### src/rtl/bus_splitter_pkg.sv
package bus_splitter_pkg;
  typedef enum logic [1:0] {
    SEG_EXTRA = 2'b00,
    SEG_STACK = 2'b01,
    SEG_CODE  = 2'b10,
    SEG_DATA  = 2'b11
  } seg_e;

  // command vector order: {io_wr, io_rd, mem_wr, mem_rd}, active low
  localparam int CMD_W = 4;
  localparam logic [CMD_W-1:0] CMD_IDLE = '1;
endpackage

### src/rtl/bs_addr_latch.sv
module bs_addr_latch #(
  parameter int LO_W = 16,
  parameter int HI_W = 4,
  localparam int A_W = LO_W + HI_W
) (
  input  logic            clk,
  input  logic            rst,
  input  logic            ale,
  input  logic [LO_W-1:0] lo,
  input  logic [HI_W-1:0] hi,
  input  logic            bhe_n,
  output logic [A_W-1:0]  addr,
  output logic            bank_hi,
  output logic [LO_W-1:0] data
);
  always_ff @(posedge clk) begin
    if (rst) begin
      addr    <= '0;
      bank_hi <= 1'b0;
      data    <= '0;
    end else if (ale) begin
      addr    <= {hi, lo};
      bank_hi <= ~bhe_n;
    end else begin
      data    <= lo;
    end
  end
endmodule

### src/rtl/bs_status_cap.sv
module bs_status_cap #(
  parameter int HI_W = 4
) (
  input  logic            clk,
  input  logic            rst,
  input  logic            ale,
  input  logic [HI_W-1:0] hi,
  output logic [1:0]      seg,
  output logic            ien
);
  logic ale_d;
  logic first_data;

  assign first_data = ale_d & ~ale;

  always_ff @(posedge clk) begin
    if (rst) begin
      ale_d <= 1'b0;
      seg   <= bus_splitter_pkg::SEG_EXTRA;
      ien   <= 1'b0;
    end else begin
      ale_d <= ale;
      if (first_data) begin
        seg <= hi[1:0];
        ien <= hi[2];
      end
    end
  end
endmodule

### src/rtl/bs_cmd_decode.sv
module bs_cmd_decode
  import bus_splitter_pkg::*;
(
  input  logic             clk,
  input  logic             rst,
  input  logic             rd_n,
  input  logic             wr_n,
  input  logic             mem_io,
  output logic [CMD_W-1:0] cmd_n,
  output logic             dir,
  output logic             en
);
  logic rd, wr, single;
  logic [CMD_W-1:0] cmd_next;

  assign rd     = ~rd_n;
  assign wr     = ~wr_n;
  assign single = rd ^ wr;

  always_comb begin
    cmd_next = CMD_IDLE;
    if (single) begin
      unique case ({mem_io, wr})
        2'b10:   cmd_next[0] = 1'b0;
        2'b11:   cmd_next[1] = 1'b0;
        2'b00:   cmd_next[2] = 1'b0;
        default: cmd_next[3] = 1'b0;
      endcase
    end
  end

  always_ff @(posedge clk) begin
    if (rst) begin
      cmd_n <= CMD_IDLE;
      dir   <= 1'b0;
      en    <= 1'b0;
    end else begin
      cmd_n <= cmd_next;
      dir   <= wr & ~rd;
      en    <= single;
    end
  end
endmodule

### src/rtl/bus_splitter.sv
module bus_splitter #(
  parameter int LO_W = 16,
  parameter int HI_W = 4,
  localparam int A_W = LO_W + HI_W
) (
  input  logic            clk,
  input  logic            rst,
  input  logic            ale,
  input  logic [LO_W-1:0] ad_lo,
  input  logic [HI_W-1:0] ad_hi,
  input  logic            bhe_n,
  input  logic            rd_n,
  input  logic            wr_n,
  input  logic            mem_io,
  output logic [A_W-1:0]  addr_q,
  output logic            bank_hi_q,
  output logic [1:0]      seg_q,
  output logic            ien_q,
  output logic [LO_W-1:0] data_q,
  output logic            mem_rd_n,
  output logic            mem_wr_n,
  output logic            io_rd_n,
  output logic            io_wr_n,
  output logic            xcvr_dir,
  output logic            xcvr_en
);
  logic [bus_splitter_pkg::CMD_W-1:0] cmd_n;

  bs_addr_latch #(.LO_W(LO_W), .HI_W(HI_W)) u_latch (
    .clk(clk), .rst(rst), .ale(ale), .lo(ad_lo), .hi(ad_hi),
    .bhe_n(bhe_n), .addr(addr_q), .bank_hi(bank_hi_q), .data(data_q)
  );

  bs_status_cap #(.HI_W(HI_W)) u_status (
    .clk(clk), .rst(rst), .ale(ale), .hi(ad_hi),
    .seg(seg_q), .ien(ien_q)
  );

  bs_cmd_decode u_cmd (
    .clk(clk), .rst(rst), .rd_n(rd_n), .wr_n(wr_n), .mem_io(mem_io),
    .cmd_n(cmd_n), .dir(xcvr_dir), .en(xcvr_en)
  );

  assign mem_rd_n = cmd_n[0];
  assign mem_wr_n = cmd_n[1];
  assign io_rd_n  = cmd_n[2];
  assign io_wr_n  = cmd_n[3];
endmodule

### config.mk
export PLATFORM = sky130hd
export DESIGN_NAME = bus_splitter
export DESIGN_NICKNAME = d
export VERILOG_FILES = /design/src/rtl/bus_splitter_pkg.sv /design/src/rtl/bs_addr_latch.sv /design/src/rtl/bs_status_cap.sv /design/src/rtl/bs_cmd_decode.sv /design/src/rtl/bus_splitter.sv
export SDC_FILE = /design/constraint.sdc
export NUM_CORES = 1
export LEC_CHECK = 0
export ABC_AREA = 1
export BUFFER_PORTS_ARGS = -buffer_cell sky130_fd_sc_hd__clkbuf_2
export CAP_MARGIN = 30
export CORE_UTILIZATION = 40
export CTS_BUF_LIST = sky130_fd_sc_hd__clkbuf_4 sky130_fd_sc_hd__clkbuf_8
export CTS_CLUSTER_DIAMETER = 120
export DETAILED_ROUTE_END_ITERATION = 7
export PLACE_DENSITY = 0.68
export RECOVER_POWER = 25
export SLEW_MARGIN = 20
export SYNTH_ARGS = -nofsm -noshare
export SYNTH_HDL_FRONTEND = slang
export SYNTH_HIERARCHICAL = 1
export SYNTH_SLANG_ARGS = --single-unit
### constraint.sdc
create_clock -name clk -period 0.97 [get_ports clk]
set_clock_uncertainty 0.1 [all_clocks]
set_input_delay 0.194 -clock clk [delete_from_list [all_inputs] [get_ports clk]]
set_output_delay 0.194 -clock clk [all_outputs]
set_load 0.005 [all_outputs]
==> metrics.cfg <==
[clocking]
root_buffer=clkbuf_8
cts_tree=done
insertion_delay_ps=300
htree_levels=2
cts_num_sinks=47
cts_buffers=5
clockBufferDepth=2
clkTransAtPathRegs_ps=80

[floorplanning]
die_width_um=70.5
rows=24
design.core.area_um2=4440
dieArea_um2=4970
die_y_um=70.5
io_pins=73
start_util_pct=42.2

[final_layout]
register_area_um2=997
area_growth_pct=31.8
stdcell_count=408
num-nets-final=383
layout-drive-gt1-share_pct=38.5
fillers=469
num_antenna_cells=0
mostFrequentLayoutCell=nor2_1
fin_util_pct=55.6
final_cell_mix=nor2_1 (85), nand2_1 (82), clkbuf_2 (62)
multi_input_area_um2=667

[hold_path]
min_delay_worst_endpoint=u_status/ale_d$_SDFF_PP0_
min_path_cells=2
min_path_type=in -> reg
hp-start=rst

[route]
wl_per_cell_um=8.98
top_layer=met4
drc=12
m1WireLength_um=1660
ant_nets=0
dr_wl_met2_um=1580
vias_per_cell=4.22
drtIter0Drc=112
finalWirelength_um=3660
via_count=1722
dr.pass1.iters=6
wl_met3_um=375

[place]
portBuffers=72
gp_congestion=0.691
pre_cts_ws_ps=-69.0
placedCellCount=398
dp_hpwl_um=2560

[sta]
fin_crit_sh_pct=107
grt_setup_unrepaired=yes
max_freq_ghz=0.960
slew_headroom_pct=75.1
fin_ws_ps=-71.8
final-max-slew-violation-count=0
setup_viol=46
setup-tns-final_ps=-2580
hold_viol_final=0
worst_slew_pin_slew_ps=374
period_minus_slack_ps=1040

[outcome]
status=complete, but fails checks
violations=design-rule violations, negative setup slack

[pwr]
fin_total_pwr_uw=3830
total_leakage_power_uw=0.00142
pwr_density_cell_nw_per_um2=1550
ir_worst_vdd_uv=938

[critical_path]
critical_path_buf_inv_count=1
cp_max_fo=2
reg2reg_depth=4
critical_path_class=reg -> out
timing.rr.end=u_status/ien$_SDFFE_PP0P_
required_ps=680
r2r_slack_ps=130
slowest_delay_ps=340
path_cells=clkbuf_2
crit_slowest_cell=dfxtp_2
crit_path_end_kind=output port
critical-path-top-delay-family=flip-flops
reg2reg_from=u_status/ale_d$_SDFF_PP0_
worst_setup_path_start_kind=flip-flop
cp.arrival_ps=750

[synth]
yosys_warnings=6
syn_avg_cell_area_um2=6.75
netlist_instances=278
synth-seq-cells=47
seq_area_frac_synth_pct=50.2
synth_cell_types=12
netlist_top_cells_area=dfxtp_1 (50%), nor2_1 (17%), nand2_1 (16%)
synth_fp_nets=306
synth_top_cell_by_area=dfxtp_1
netlist.area_leader.share_pct=50.2
syn_area_um2=1880

[grt]
grt-ovfl-total=0
grt_pass1_wl_um=6340
grt_start_max_net_pins=58
antenna_found_initial=0
grt_usage_pct=16.2
grt_pass1_vias=1530

[run]
cap_violations=0

-- cell families after synthesis --
group         Yosys count  synth area share (%)
fa+ha+maj               1                 0.667
buf+inv                58                  13.9
flops                  47                  50.2
simple gates          172                  35.3
-- flip-flops by register name, indices dropped and copies added (netlist names) --
name / cells
u_status/ien: 1
u_latch/bank_hi: 1
u_cmd/cmd_n: 4
u_status/ale_d: 1
u_cmd/dir: 1
u_latch/addr: 20
u_status/seg: 2
u_cmd/en: 1
u_latch/data: 16
-- cell usage after synthesis --
cell / number
nor2_1: 84
buf_4: 4
nor2_2: 2
dfxtp_1: 47
inv_2: 3
buf_2: 4
inv_1: 44
nor2_4: 1
nand2_1: 82
nand3_1: 3
ha_1: 1
buf_6: 3
-- where the power goes --
| group | total, µW | internal (µW) | switching, µW | leakage, µW |
|---|---|---|---|---|
| Clock | 1120 | 493 | 630 | 0.0000477 |
| Combinational | 565 | 273 | 292 | 0.000973 |
| Sequential | 2140 | 2080 | 65.4 | 0.000401 |
| Total | 3830 | 2840 | 987 | 0.00142 |
-- how the worst max path moves through the flow --
stage	start	endpoint	slack, ps	cells after the start
5_1_grt	u_latch/addr[6]$_SDFFE_PP0P_	addr_q[6]	-110	1
6_report	u_latch/addr[9]$_SDFFE_PP0P_	addr_q[9]	-70	1
4_1_cts	u_latch/addr[9]$_SDFFE_PP0P_	addr_q[9]	-80	1
2_1_floorplan	wr_n	u_cmd/cmd_n[0]$_SDFF_PP1_	80	4
3_3_place_gp	wr_n	u_cmd/cmd_n[2]$_SDFF_PP1_	-50	5
3_5_place_dp	wr_n	u_cmd/cmd_n[2]$_SDFF_PP1_	-70	5
-- per-stage QoR --
step | hold slack [ps] | area [µm²]
floorplan | 165 | 1880
global placement | 325 | 2290
detailed placement | 335 | 2290
CTS | 15.0 | 2440
global route | 16.9 | 2470
finish | 19.8 | 2470
-- metal layers --
layer	vias up	GRT usage, %
met3	7	7.07
li1	939	-
met4	0	5.44
met2	58	26.0
met5	-	0
met1	718	19.2
-- cell type report --
cell class / instances / share of cell area (%)
inverters: 47 / 7.14
flip-flops and latches: 47 / 40.3
well taps: 52 / 2.63
multi-input cells: 173 / 27.0
repair buffers: 81 / 19.5
clock buffers: 5 / 2.78
clock inverters: 3 / 0.607
-- timing repair --
action | 4_1_cts | 5_1_grt
setup endpoints to repair | 46 | 47
resized for setup | 42 | 17
cloned | 0 | 0
buffers inserted | 1 | 1
hold buffers | 0 | 0
endpoints found under the hold margin | 0 | 0
No activity file was read; power rests on OpenSTA's default activity.
